==> config.mk <==
export PLATFORM = sky130hd
export DESIGN_NAME = usb_irq_wrap
export DESIGN_NICKNAME = d
export VERILOG_FILES = /design/src/rtl/usb_irq_pkg.sv /design/src/rtl/usb_irq_ctrl.sv /design/src/rtl/usb_irq_dpath.sv /design/src/rtl/usb_irq_wrap.sv
export SDC_FILE = /design/constraint.sdc
export NUM_CORES = 1
export LEC_CHECK = 0
export BUFFER_PORTS_ARGS = -buffer_cell sky130_fd_sc_hd__buf_2
export CAP_MARGIN = 30
export CORE_MARGIN = 2
export CORE_UTILIZATION = 47
export CTS_CLUSTER_DIAMETER = 40
export DETAILED_ROUTE_END_ITERATION = 16
export PLACE_DENSITY = 0.79
export SLEW_MARGIN = 10
export SYNTH_ARGS = -nofsm -noshare
export SYNTH_HDL_FRONTEND = slang
export SYNTH_SLANG_ARGS = --single-unit
==> constraint.sdc <==
create_clock -name clk -period 2 [get_ports clk]
set_input_delay 0.3 -clock clk [delete_from_list [all_inputs] [get_ports clk]]
set_output_delay 0.3 -clock clk [all_outputs]
set_load 0.01 [all_outputs]
==> src/rtl/usb_irq_pkg.sv <==
package usb_irq_pkg;

  localparam int DATA_W   = 32;
  localparam int TX_LSB   = 0;
  localparam int TX_N     = 5;
  localparam int RX_LSB   = 9;
  localparam int RX_N     = 4;
  localparam int CORE_LSB = 16;
  localparam int CORE_N   = 9;

  localparam logic [7:0] OFF_RAW     = 8'h20;
  localparam logic [7:0] OFF_RAWSET  = 8'h24;
  localparam logic [7:0] OFF_RAWCLR  = 8'h28;
  localparam logic [7:0] OFF_ENA     = 8'h2C;
  localparam logic [7:0] OFF_ENASET  = 8'h30;
  localparam logic [7:0] OFF_ENACLR  = 8'h34;
  localparam logic [7:0] OFF_MASKED  = 8'h38;
  localparam logic [7:0] OFF_EOI     = 8'h3C;

  function automatic logic [DATA_W-1:0] fieldBits(input int lsb, input int n);
    logic [DATA_W-1:0] v;
    v = '0;
    for (int i = 0; i < n; i++) v[lsb+i] = 1'b1;
    return v;
  endfunction

  localparam logic [DATA_W-1:0] IMPL_MASK =
    fieldBits(TX_LSB, TX_N) | fieldBits(RX_LSB, RX_N) | fieldBits(CORE_LSB, CORE_N);

  // Write strobes from the decoder to the register bank
  typedef struct packed {
    logic rawSet;
    logic rawClr;
    logic enaSet;
    logic enaClr;
    logic eoi;
  } strobe_t;

  typedef enum logic [1:0] {
    SEL_NONE,
    SEL_RAW,
    SEL_ENA,
    SEL_MASKED
  } rdsel_t;

endpackage

==> src/rtl/usb_irq_ctrl.sv <==
module usb_irq_ctrl
  import usb_irq_pkg::*;
#(
  parameter int ADDR_W = 8
) (
  input  logic [ADDR_W-1:0] busAddr,
  input  logic              busWe,
  output strobe_t           strb,
  output rdsel_t            rdSel
);

  localparam logic [ADDR_W-1:0] A_RAW    = ADDR_W'(OFF_RAW);
  localparam logic [ADDR_W-1:0] A_RAWSET = ADDR_W'(OFF_RAWSET);
  localparam logic [ADDR_W-1:0] A_RAWCLR = ADDR_W'(OFF_RAWCLR);
  localparam logic [ADDR_W-1:0] A_ENA    = ADDR_W'(OFF_ENA);
  localparam logic [ADDR_W-1:0] A_ENASET = ADDR_W'(OFF_ENASET);
  localparam logic [ADDR_W-1:0] A_ENACLR = ADDR_W'(OFF_ENACLR);
  localparam logic [ADDR_W-1:0] A_MASKED = ADDR_W'(OFF_MASKED);
  localparam logic [ADDR_W-1:0] A_EOI    = ADDR_W'(OFF_EOI);

  // Write decode: only the write-only offsets produce strobes
  always_comb begin
    strb = '0;
    if (busWe) begin
      strb.rawSet = (busAddr == A_RAWSET);
      strb.rawClr = (busAddr == A_RAWCLR);
      strb.enaSet = (busAddr == A_ENASET);
      strb.enaClr = (busAddr == A_ENACLR);
      strb.eoi    = (busAddr == A_EOI);
    end
  end

  // Read decode: everything else reads as zero
  always_comb begin
    rdSel = SEL_NONE;
    if (busAddr == A_RAW)         rdSel = SEL_RAW;
    else if (busAddr == A_ENA)    rdSel = SEL_ENA;
    else if (busAddr == A_MASKED) rdSel = SEL_MASKED;
  end

endmodule

==> src/rtl/usb_irq_dpath.sv <==
module usb_irq_dpath
  import usb_irq_pkg::*;
(
  input  logic              clk,
  input  logic              rstN,
  input  strobe_t           strb,
  input  rdsel_t            rdSel,
  input  logic [DATA_W-1:0] busWdata,
  input  logic [TX_N-1:0]   txEvt,
  input  logic [RX_N-1:0]   rxEvt,
  input  logic [CORE_N-1:0] coreEvt,
  output logic [DATA_W-1:0] busRdata,
  output logic [DATA_W-1:0] rawQ,
  output logic [DATA_W-1:0] enaQ,
  output logic              armedQ,
  output logic              irqOut
);

  logic [DATA_W-1:0] hwVec;
  logic              pend;

  always_comb begin
    hwVec = '0;
    hwVec[TX_LSB   +: TX_N]   = txEvt;
    hwVec[RX_LSB   +: RX_N]   = rxEvt;
    hwVec[CORE_LSB +: CORE_N] = coreEvt;
  end

  // One flop pair per implemented bit; the rest tie to zero
  for (genvar b = 0; b < DATA_W; b++) begin : g_bit
    if (IMPL_MASK[b]) begin : g_impl
      logic rawBit;
      logic enaBit;
      always_ff @(posedge clk or negedge rstN) begin
        if (!rstN) begin
          rawBit <= 1'b0;
          enaBit <= 1'b0;
        end else begin
          // set and hardware events take priority over clear
          rawBit <= (rawBit & ~(strb.rawClr & busWdata[b]))
                    | (strb.rawSet & busWdata[b]) | hwVec[b];
          enaBit <= (enaBit & ~(strb.enaClr & busWdata[b]))
                    | (strb.enaSet & busWdata[b]);
        end
      end
      assign rawQ[b] = rawBit;
      assign enaQ[b] = enaBit;
    end else begin : g_tie
      assign rawQ[b] = 1'b0;
      assign enaQ[b] = 1'b0;
    end
  end

  assign pend = |(rawQ & enaQ);

  // Arm flag spent on firing; only an end-of-interrupt write restores it
  always_ff @(posedge clk or negedge rstN) begin
    if (!rstN) begin
      armedQ <= 1'b1;
      irqOut <= 1'b0;
    end else begin
      irqOut <= pend & (armedQ | strb.eoi | irqOut);
      armedQ <= (armedQ | strb.eoi) & ~pend;
    end
  end

  always_comb begin
    unique case (rdSel)
      SEL_RAW:    busRdata = rawQ;
      SEL_ENA:    busRdata = enaQ;
      SEL_MASKED: busRdata = rawQ & enaQ;
      default:    busRdata = '0;
    endcase
  end

endmodule

==> src/rtl/usb_irq_wrap.sv <==
module usb_irq_wrap
  import usb_irq_pkg::*;
#(
  parameter int ADDR_W = 8
) (
  input  logic              clk,
  input  logic              rstN,
  input  logic [ADDR_W-1:0] busAddr,
  input  logic              busWe,
  input  logic [31:0]       busWdata,
  output logic [31:0]       busRdata,
  input  logic [4:0]        txEvt,
  input  logic [3:0]        rxEvt,
  input  logic [8:0]        coreEvt,
  output logic              irqOut
);

  strobe_t           strb;
  rdsel_t            rdSel;
  logic [DATA_W-1:0] rawQ;
  logic [DATA_W-1:0] enaQ;
  logic              armedQ;

  usb_irq_ctrl #(.ADDR_W(ADDR_W)) ctrl_i (
    .busAddr (busAddr),
    .busWe   (busWe),
    .strb    (strb),
    .rdSel   (rdSel)
  );

  usb_irq_dpath dpath_i (
    .clk      (clk),
    .rstN     (rstN),
    .strb     (strb),
    .rdSel    (rdSel),
    .busWdata (busWdata),
    .txEvt    (txEvt),
    .rxEvt    (rxEvt),
    .coreEvt  (coreEvt),
    .busRdata (busRdata),
    .rawQ     (rawQ),
    .enaQ     (enaQ),
    .armedQ   (armedQ),
    .irqOut   (irqOut)
  );

endmodule

# Word level (Yosys, flattened, before mapping)
# Cells that the tools add are included.
dict set report op_classes {
  n_eq_ne 11
  mux 5
  n_bitwise 204
  n_reduce_logical 1
}
# op n
set op_table {}
lappend op_table {{1-bit bitwise AND} 110}
lappend op_table {{25-bit one-hot mux with 3 select lines} 1}
lappend op_table {{8-bit by 6-bit equality test with 1-bit output (second input constant)} 8}
lappend op_table {{1-bit bitwise OR} 56}
lappend op_table {{1-bit NOT} 37}
lappend op_table {{32-bit OR reduction} 1}
lappend op_table {{25-bit bitwise AND} 1}
lappend op_table {{2-bit 2-to-1 mux} 3}
lappend op_table {{5-bit 2-to-1 mux} 1}
lappend op_table {{2-bit equality test (second input constant)} 2}
lappend op_table {{2-bit by 1-bit equality test with 1-bit output (second input constant)} 1}
dict set report totals {
  ff_bits 38
  input_bits 61
  out_inout_bits 33
  word_cells 259
}

# Longest topological paths before layout
# Gate-level depths: netlist (run 1).
dict set report logic_depth {
  ltp_word 7
  mapped_depth 6
  depth_no_buf 4
}

# Modules after synthesis
# Synthesis (run 1) repeated with hierarchy kept, for this count alone.
dict set report hier_totals {
  cells_unflattened 270
  area_unflattened_um2 2506.2
}
# mod n_inst cells_each area_per_inst_um2 seq_area_each_um2
set by_module_without_submodules {}
lappend by_module_without_submodules {usb_irq_dpath 1 254 2393.5 952.2}
lappend by_module_without_submodules {usb_irq_ctrl 1 16 112.6 0.0}

# Least setup slack after synthesis (run 1)
# No wires, ideal clock.
dict set report synth_path {
  path_kind {in2out}
  from {in busAddr[6]}
  to {out busRdata[0]}
  arrival_time_ns 1.346
  required_time_ns 1.700
  setup_slack_ns 0.354
  stages 5
  path_cell_list {and4bb_2 > and3_1 > clkbuf_1 > a21o_1 > a22o_1}
}
dict set report synth_between {
  elab_chain_cells 6
}
# element line_no
set synth_lines {}
lappend synth_lines {{start: declaration} usb_irq_wrap.sv:8} ;# input logic [ADDR_W-1:0] busAddr,
lappend synth_lines {{8-bit by 6-bit equality test with 1-bit output} usb_irq_ctrl.sv:38} ;# else if (busAddr == A_MASKED) rdSel = SEL_MASKED;
lappend synth_lines {{2-bit 2-to-1 mux} usb_irq_ctrl.sv:38}
lappend synth_lines {{2-bit 2-to-1 mux} usb_irq_ctrl.sv:37} ;# else if (busAddr == A_ENA) rdSel = SEL_ENA;
lappend synth_lines {{2-bit 2-to-1 mux (*)} usb_irq_ctrl.sv:36} ;# if (busAddr == A_RAW) rdSel = SEL_RAW;
lappend synth_lines {{2-bit equality test / 2-bit by 1-bit equality test with 1-bit output (equally long branches)} usb_irq_dpath.sv:68} ;# unique case (rdSel)
lappend synth_lines {{25-bit one-hot mux with 3 select lines (*)} usb_irq_dpath.sv:68}
lappend synth_lines {{end: declaration} usb_irq_wrap.sv:11} ;# output logic [31:0] busRdata,
# Mark *: on every way between the ends. The rest lies on a longest branch, timed or not.

# Worst setup path after layout (run 1)
dict set report layout_path {
  from {in busAddr[4]}
  to {out busRdata[0]}
}
# The elaborated chain is that of the path after synthesis.

==> results of run 1 <==
-- power by group through the flow --
stage | Clock [W] | Combinational (W) | Sequential, W
after floorplan | 0 | 0.0000885 | 0.000815
after global placement | 0 | 0.000164 | 0.000818
after detailed placement | 0 | 0.000167 | 0.000819
after CTS | 0.000503 | 0.000168 | 0.000804
after global routing | 0.000538 | 0.000186 | 0.000807
final | 0.000496 | 0.000166 | 0.000804
-- layout make-up --
class | count | area, µm² | area share (%)
clock buffers | 5 | 68.8 | 2.65
clock inverters | 2 | 10.0 | 0.386
multi-input cells | 160 | 1070 | 41.1
flip-flops and latches | 38 | 952 | 36.7
well taps | 52 | 65.1 | 2.51
repair buffers | 76 | 433 | 16.7
-- through the flow --
| step | instances | total power, W | instance area (µm²) | setup slack (ps) | hold WS (ps) |
|---|---|---|---|---|---|
| 2_1_floorplan | 224 | 0.000903 | 2200 | 354 | 4.41 |
| 3_3_place_gp | 326 | 0.000982 | 2510 | 18.3 | 338 |
| 3_5_place_dp | 326 | 0.000986 | 2510 | 42.6 | 336 |
| 4_1_cts | 333 | 0.00147 | 2590 | 38.8 | 21.3 |
| 5_1_grt | 333 | 0.00153 | 2590 | 106 | 47.7 |
| 6_report | 333 | 0.00147 | 2590 | 179 | 7.95 |
-- registers in the layout, summed over array words and instances (netlist names) --
signal                       flops
dpath_i.irqOut                   1
dpath_i.g_bit.g_impl.rawBit     18
dpath_i.armedQ                   1
dpath_i.g_bit.g_impl.enaBit     18
-- kinds of logic (layout without fill, tap and decap cells) --
kind of cell,after synthesis,count (layout),share of synthesized area (%)
compound gates,72,72,29.7
buf+inv,26,83,8.65
flops,38,38,44.2
other cells,1,14,0.174
simple gates,74,74,17.3
-- critical path, cell delays in order --
cell	delay [ps]
buf_2	120
nor4b_4	330
and3_2	260
buf_12	150
a21o_1	90
a22o_1	130
buf_2	130
-- layer usage --
layer | GRT usage [%] | share of wire (%) | up-vias
li1 | - | - | 918
met1 | 26.1 | 42 | 947
met2 | 37.3 | 50 | 66
met3 | 3.80 | 6.6 | 5
met4 | 7.55 | 0.95 | 0
met5 | 0 | 0 | -
-- layout by cell type, fill, tap and decap left out, types with 2 or more instances in the layout --
master | synthesis | final
nor2_1 | 8 | 8
a22o_1 | 29 | 29
nand2_1 | 45 | 45
conb_1 | 1 | 14
clkinv_2 | 0 | 2
nor2b_1 | 2 | 2
and3_2 | 2 | 3
buf_2 | 8 | 65
buf_12 | 0 | 2
a221o_1 | 25 | 25
clkbuf_8 | 0 | 5
and4_1 | 2 | 2
a21o_1 | 11 | 11
buf_4 | 14 | 9
dfrtp_1 | 37 | 37
a22oi_1 | 4 | 4
nand3_1 | 4 | 4
-- path summary, 6_finish.rpt --
check / start / endpoint / slack, ps / depth (start not counted)
min in group clk: txEvt[3] / dpath_i.g_bit[3].g_impl.rawBit / 210 / 2
hold / removal: rstN / dpath_i.g_bit[10].g_impl.rawBit / 8 / 1
setup reg to reg: dpath_i.g_bit[3].g_impl.enaBit / dpath_i.armedQ / 680 / 4
max in group asynchronous: rstN / dpath_i.g_bit[2].g_impl.enaBit / 1450 / 2
setup / recovery: busAddr[4] / busRdata[0] / 180 / 7
hold reg to reg: dpath_i.g_bit[20].g_impl.enaBit / dpath_i.g_bit[20].g_impl.enaBit / 530 / 1
==> results.md, run 1 <==
- Detailed-route via count: 1936
- Register area share after synthesis: 44.2%
- Die ar.: between 5000 and 6000 µm²
- RSZ-0062 raised after global routing: no
- Largest net degree at the start of global routing: 27
- Area Growth Syn to Fin: 20.4%
- Internal power: 0.00109 W
- Status: complete, no violations
- Crit path DAT: 1520 ps
- Synth Warn #: 0
- MaxCap Viol Count: 0
- GPL Wtd Cong: 0.789
- Final WL: about 5.3 mm
- Worst setup SP type: input pin
- Final min period: 1820 ps
- Clock Latency Late Sink: 290 ps
- LEAKAGE: 1.26 nW
- CP required: 1700 ps
- #FFs+latches synth: 38
- IO buf count: 65
- Worst-path fanout max: 18
- Hold buffer count at CTS: 0
- Worst-margin pin slew: 589 ps
- Unique masters post-synth: 31
- DP HPWL: 3.93 mm
- First-iteration detailed-routing DRC count: 86
- Mapped Cells: 211
- Initial antenna violation count: 0
- Clk slew on worst S/H paths: 80 ps
- Nets: 342
- CTS resizes: 0
- Max Fclk: 549 MHz
- Sequential power share: between 50% and 60%
- Cell accounting for the most synthesized area: dfrtp_1
- Logic gate share of total power: between 10% and 20%
- Hold WC Path Type: in -> async
- Clk pwr share: 33.8%
- Most common flop cell mapped by yosys: dfrtp_1
- Clock sinks: 38
- # IOs: 94
- Dominant cells by area after synthesis: dfrtp_1 43%, a22o_1 12%, a221o_1 12%, nand2_1 7.8%, buf_4 4.9%
- Sw Pwr: 0.000372 W
- # rows: 24
- Fin crit share: around nine tenths
- Core footprint: about 4400 µm²
- Post-synth top cells: 45 x nand2_1, 37 x dfrtp_1, 29 x a22o_1, 25 x a221o_1, 14 x buf_4
- Initial Utilization: 49.1%
- Clk_skew: 7.83 ps
- Setup TNS: 0 ps
- Pre-antenna DRT Iters: 4
- WS Path Type: in -> out
- Fin util: 59.2%
- # H-tree levels: 2
- Peak VDD IR: 0.000408 V
- Max Slew Vio Count: 0
- GRT Total Usage: 21.2%
- WL per Instance: 15.9 µm
- First-pass GRT wire length: between 8 and 9 mm
- Via-per-instance ratio: 5.81
- Synth Cell Area: 2150 µm²
- Die Ht: 71.7 µm
- Inserted Clock Buffers: 5
- Number of synthesized flops with an enable pin: 0
- Worst slew margin: 60.7%
- Final hold viol count: 0
- Fillcell total: 413
- Clk Tree Root Cell: clkbuf_8
- Detail Route Antenna Nets: 0
- Switching fraction of total power: between 20% and 30%
- DR DRC count: 0
- Vias in the first global route: 1849
- CTS tree: yes
- Die Span X: 71.7 µm
- Share of cells above drive strength 1: between 30% and 40%
- CTS max path bufs: 2
- Power Density: about 570 nW/µm²
- Share of the synthesized area in the top cell type: 43.0%
- Count leader, synth: nand2_1
- Setup Viol. Count Final: 0
- Async set-or-reset flop fraction in the synthesized netlist: 100%
- Critical path endpoint category: primary output
- Antenna cells: 0
- Postcts setup bufs: 0
- Overflow after GRT: 0
- Avg Cell Area, Syn: 10.2 µm²
Power figures use the tool's default switching activity.
==> inputs of run 2 (changes only) <==
--- a/config.mk
+++ b/config.mk
@@ -7,6 +7,7 @@
 export LEC_CHECK = 0
 export BUFFER_PORTS_ARGS = -buffer_cell sky130_fd_sc_hd__buf_2
 export CAP_MARGIN = 30
+export CORE_ASPECT_RATIO = 0.5
 export CORE_MARGIN = 2
 export CORE_UTILIZATION = 47
 export CTS_CLUSTER_DIAMETER = 40
==> results.md, run 2 (same netlist as run 1, synthesis figures left out) <==
- Worst setup SP type: input pin
- Setup Viol. Count Final: 0
- Clock sinks: 38
- CP required: 1700 ps
- Worst-path fanout max: 11
- Pre-antenna DRT Iters: 4
- Antenna cells: 0
- Register-to-register path setup slack: around 700 ps
- Final Power: 0.00151 W
- Clk_skew: about 3.2 ps
- Core footprint: 4400 µm²
- Final min period: 1840 ps
- GPL Wtd Cong: 0.820
- # rows: 17
- Postcts setup bufs: 0
- Status: complete, no violations
- # IOs: 94
- # H-tree levels: 2
- WL per Instance: between 15 and 20 µm
- Share of cells above drive strength 1: 32.0%
- Initial Utilization: between 40% and 50%
- DR DRC count: 0
- Placed cell count: 330
- Crit path DAT: ~1500 ps
- Largest net degree at the start of global routing: 39
- Max Slew Vio Count: 0
- DP HPWL: 3.89 mm
- LEAKAGE: around 1.3 nW
- CTS max path bufs: 2
- FF-to-FF Start: dpath_i.g_bit[3].g_impl.enaBit
- Peak VDD IR: 0.000274 V
- Die Span X: approximately 100 µm
- Most frequent cells in the layout: 65 x buf_2, 45 x nand2_1, 37 x dfrtp_1
- Clk slew on worst S/H paths: 70 ps
- Clk Tree Root Cell: clkbuf_8
- Via-per-instance ratio: a little under 6
- Hold buffer count at CTS: 0
- Final hold viol count: 0
- Vias in the first global route: 1869
- Worst slew margin: a little over two fifths
- Max Fclk: between 500 and 600 MHz
- First-iteration detailed-routing DRC count: about 150
- Die Ht: 51.9 µm
- WS Path Type: in -> out
- MaxCap Viol Count: 0
- Worst-margin pin slew: about 840 ps
- Power Density: 579 nW/µm²
- Detailed-route via count: 1964
- Final Non-Filler Cells: around 340
- Critical path endpoint category: primary output
- IO buf count: between 60 and 70
- Nets: 341
- CTS resizes: 0
- Setup TNS: 0 ps
- Biggest regs: dpath_i.g_bit.g_impl.enaBit x18, dpath_i.g_bit.g_impl.rawBit x18
- First-pass GRT wire length: between 8 and 9 mm
- Commonest non-fill, non-tap cell in the layout: buf_2
- GRT Total Usage: between 20 and 25%
- Detail Route Antenna Nets: 0
- Inserted Clock Buffers: 5
- Overflow after GRT: 0
- R2r endpoint: dpath_i.armedQ
- RSZ-0062 raised after global routing: no
- Die ar.: about 5200 µm²
- Area Growth Syn to Fin: 21.0%
- Fin crit share: 92.2%
- Hold WC Path Type: in -> async
- Depth of the most critical reg-to-reg path: 4
- Final WL: 5.51 mm
- Fin util: 59.2%
- CTS tree: yes
- Initial antenna violation count: 0
- Clock Latency Late Sink: between 200 and 300 ps
-- run 2: cell types whose count changed in the layout (fill, tap and decap cells not counted), sizes merged --
cell,change
clkbuf,+2
buf,-1
clkinv,-1
-- run 2: worst max-delay path, stage by stage --
cell,delay (ps)
buf_2,120
and4bb_2,340
and3_2,360
a21o_1,170
a22o_1,130
buf_2,130
-- run 2: worst max path at each step --
stage               startpoint            to  slack [ps]
detailed placement  busAddr[6]  busRdata[18]          30
CTS                 busAddr[6]  busRdata[18]          30
global route        busAddr[4]   busRdata[0]          50
global placement    busAddr[6]  busRdata[10]          30
finish              busAddr[6]   busRdata[3]         160
floorplan           busAddr[6]   busRdata[0]         350
-- run 2: power by group --
part           switching (W)  total [W]  internal, W
sequential         0.0000172   0.000804     0.000787
combinational      0.0000927   0.000164    0.0000709
clock               0.000262   0.000541     0.000278
-- run 2: area by class of cell --
type,count,area (µm²)
clock buffer,7,86.3
clock inverter,1,5.00
fill,382,1800
multi-input combinational,160,1070
sequential,38,952
tap,57,71.3
timing repair buffer,75,425
-- run 2: stage by stage --
stage          worst slack [ps]  hold slack (ps)  cell area [µm²]
6_report                    156              114             2610
5_1_grt                    48.8              172             2610
4_1_cts                    25.6              137             2610
3_5_place_dp               26.9              443             2510
3_3_place_gp               30.6              434             2510
2_1_floorplan               354             4.41             2200
-- run 2: routing by layer --
| metal | GRT usage (%) | vias to the layer above | wire (µm) |
|---|---|---|---|
| met3 | 4.84 | 8 | 472 |
| met5 | 0 | - | 0 |
| li1 | - | 915 | - |
| met2 | 35.9 | 88 | 2550 |
| met1 | 29.0 | 953 | 2420 |
| met4 | 8.68 | 0 | 65 |
==> inputs of run 3 (changes only) <==
--- a/config.mk
+++ b/config.mk
@@ -9,11 +9,13 @@
 export CAP_MARGIN = 30
 export CORE_ASPECT_RATIO = 0.5
 export CORE_MARGIN = 2
-export CORE_UTILIZATION = 47
+export CORE_UTILIZATION = 50
 export CTS_CLUSTER_DIAMETER = 40
+export CTS_CLUSTER_SIZE = 14
 export DETAILED_ROUTE_END_ITERATION = 16
-export PLACE_DENSITY = 0.79
+export PLACE_DENSITY = 0.81
 export SLEW_MARGIN = 10
 export SYNTH_ARGS = -nofsm -noshare
 export SYNTH_HDL_FRONTEND = slang
+export SYNTH_HIERARCHICAL = 1
 export SYNTH_SLANG_ARGS = --single-unit
==> results.md, run 3 <==
- Vias in the first global route: 1868
- Reg area: approximately 950 µm²
- Synth Warn #: 6
- Worst slew margin: 44.1%
- Logic gate share of total power: 12.8%
- GRT Total Usage: 25.8%
- Final instance area: 2750 µm²
- CTS tree: yes
- Pre-antenna DRT Iters: 4
- Crit path DAT: 1890 ps
- Internal power: about 0.0012 W
- Hold WC Path Type: in -> async
- MaxCap Viol Count: 0
- Failing checks: setup timing
- Final Power: ~0.0015 W
- Worst setup margin: -188 ps
- WL per Instance: 17.1 µm
- Die Span X: 94.0 µm
- LEAKAGE: 1.23 nW
- Final hold viol count: 0
- Detail Route Antenna Nets: 0
- First-iteration detailed-routing DRC count: 147
- Inserted Clock Buffers: 5
- IO buf count: 65
- Detailed-route via count: between 2000 and 2500
- Fillcell total: 290
- Clk_skew: between 3 and 4 ps
- DR DRC count: 0
- Share of cells above drive strength 1: about 44%
- Via-per-instance ratio: 5.93
- Crit path largest cell delay: 580 ps
- Power Density: 561 nW/µm²
- Area of the multi-input gates: 1110 µm²
- Setup Viol. Count Final: 18
- Dpl ws: -227 ps
- # H-tree levels: 2
- Setup TNS: -2810 ps
- RSZ-0062 raised after global routing: yes
- Clk pwr share: 34.9%
- Die ar.: 4610 µm²
- Initial antenna violation count: 0
- Final Non-Filler Cells: 340
- Fin crit share: 109%
- Largest net degree at the start of global routing: 39
- CP required: ~1700 ps
- WS Path Type: in -> out
- Core footprint: roughly 4000 µm²
- # rows: 16
- Clock sinks: 38
- Worst-path fanout max: 8
- Nets: around 350
- Most frequent cells in the layout: 64 x buf_2, 37 x nand2_1, 37 x dfrtp_1
- Peak VDD IR: 0.000231 V
- Synth Cell Area: 2030 µm²
- Highest-delay cell along the critical path: or4b_4
- Initial Utilization: 51.9%
- Critical path endpoint category: primary output
- # IOs: 94
- Final min period: 2190 ps
- Status: finished with violations
- First-pass GRT wire length: 9.01 mm
- Commonest non-fill, non-tap cell in the layout: buf_2
- Hold buffer count at CTS: 0
- Clock Latency Late Sink: 290 ps
- GPL Wtd Cong: 0.819
- Antenna cells: 0
- Sw Pwr: around 0.00039 W
- Max Slew Vio Count: 0
- Sequential power share: 52.3%
- DP HPWL: 3.94 mm
- Overflow after GRT: 0
- Clk Tree Root Cell: clkbuf_8
- Mapped Cells: 206
- Biggest regs: dpath_i/g_bit.g_impl.enaBit x18, dpath_i/g_bit.g_impl.rawBit x18
- Avg Cell Area, Syn: 9.83 µm²
- Switching fraction of total power: 25.4%
- Area Growth Syn to Fin: 35.7%
- CTS max path bufs: 2
- Worst-margin pin slew: approximately 840 ps
- Dpl cell area: 2480 µm²
- Crit-path cells: buf_6 -> or4b_4 -> nor4_4 -> clkinv_2 -> buf_8 -> o22ai_2 -> nor2_1 -> buf_2
- Clk slew on worst S/H paths: 70 ps
- Die Ht: approximately 49 µm
- Worst setup SP type: input pin
- Max Fclk: around 460 MHz
- Placed cell count: ~330
- Final WL: 5.80 mm
[run 3: metal layers]
layer	up-vias	wire length [µm]	GRT usage [%]	part of all wire [%]
met1	985	2560	36.7	44
met3	10	467	4.95	8.1
li1	908	-	-	-
met5	-	0	0	0
met4	0	67	8.70	1.2
met2	114	2700	39.9	47
[run 3: power groups by stage]
stage	registers [W]	logic [W]	clock network, W
6_report	0.000807	0.000198	0.000539
5_1_grt	0.000808	0.000215	0.000589
4_1_cts	0.000806	0.000193	0.000543
3_5_place_dp	0.000818	0.000185	0
3_3_place_gp	0.000816	0.000180	0
2_1_floorplan	0.000813	0.000102	0
[run 3: worst paths after layout]
path	start	endpoint	slack, ps	cells past startpoint
hold / removal	rstN	dpath_i/g_bit[2].g_impl.rawBit	100	1
setup / recovery	busAddr[7]	busRdata[1]	-190	8
setup reg to reg	dpath_i/g_bit[12].g_impl.enaBit	dpath_i/armedQ	530	4
hold reg to reg	dpath_i/irqOut	dpath_i/irqOut	530	2
max in group asynchronous	rstN	dpath_i/g_bit[11].g_impl.rawBit	1360	1
min in group clk	txEvt[1]	dpath_i/g_bit[1].g_impl.rawBit	200	2
[run 3: critical path, delay by kind of cell]
family	cells	cell delay, ps
compound gates	1	140
buf+inv	4	590
simple gates	3	860
[run 3: cell type report]
type | count | share of cell area (%)
clock buffers | 7 | 3.14
repair buffers | 85 | 18.7
flip-flops and latches | 38 | 34.6
well taps | 54 | 2.46
clock inverters | 1 | 0.182
inverters | 2 | 0.364
multi-input cells | 153 | 40.6
[run 3: what timing repair did]
item                                    CTS  global route
gates cloned                              1             1
hold endpoints to repair                  0             0
gates resized for setup                  24             4
pin swaps                                27             6
setup buffers                             2             0
endpoints found under the setup margin   18            36
[run 3: metrics by stage]
| stage | hold WS, ps | util (%) |
|---|---|---|
| after CTS | 123 | 69.9 |
| after global placement | 436 | 63.6 |
| after floorplan | 4.41 | - |
| final | 104 | 70.4 |
| after global routing | 169 | 70.4 |
| after detailed placement | 439 | 63.6 |
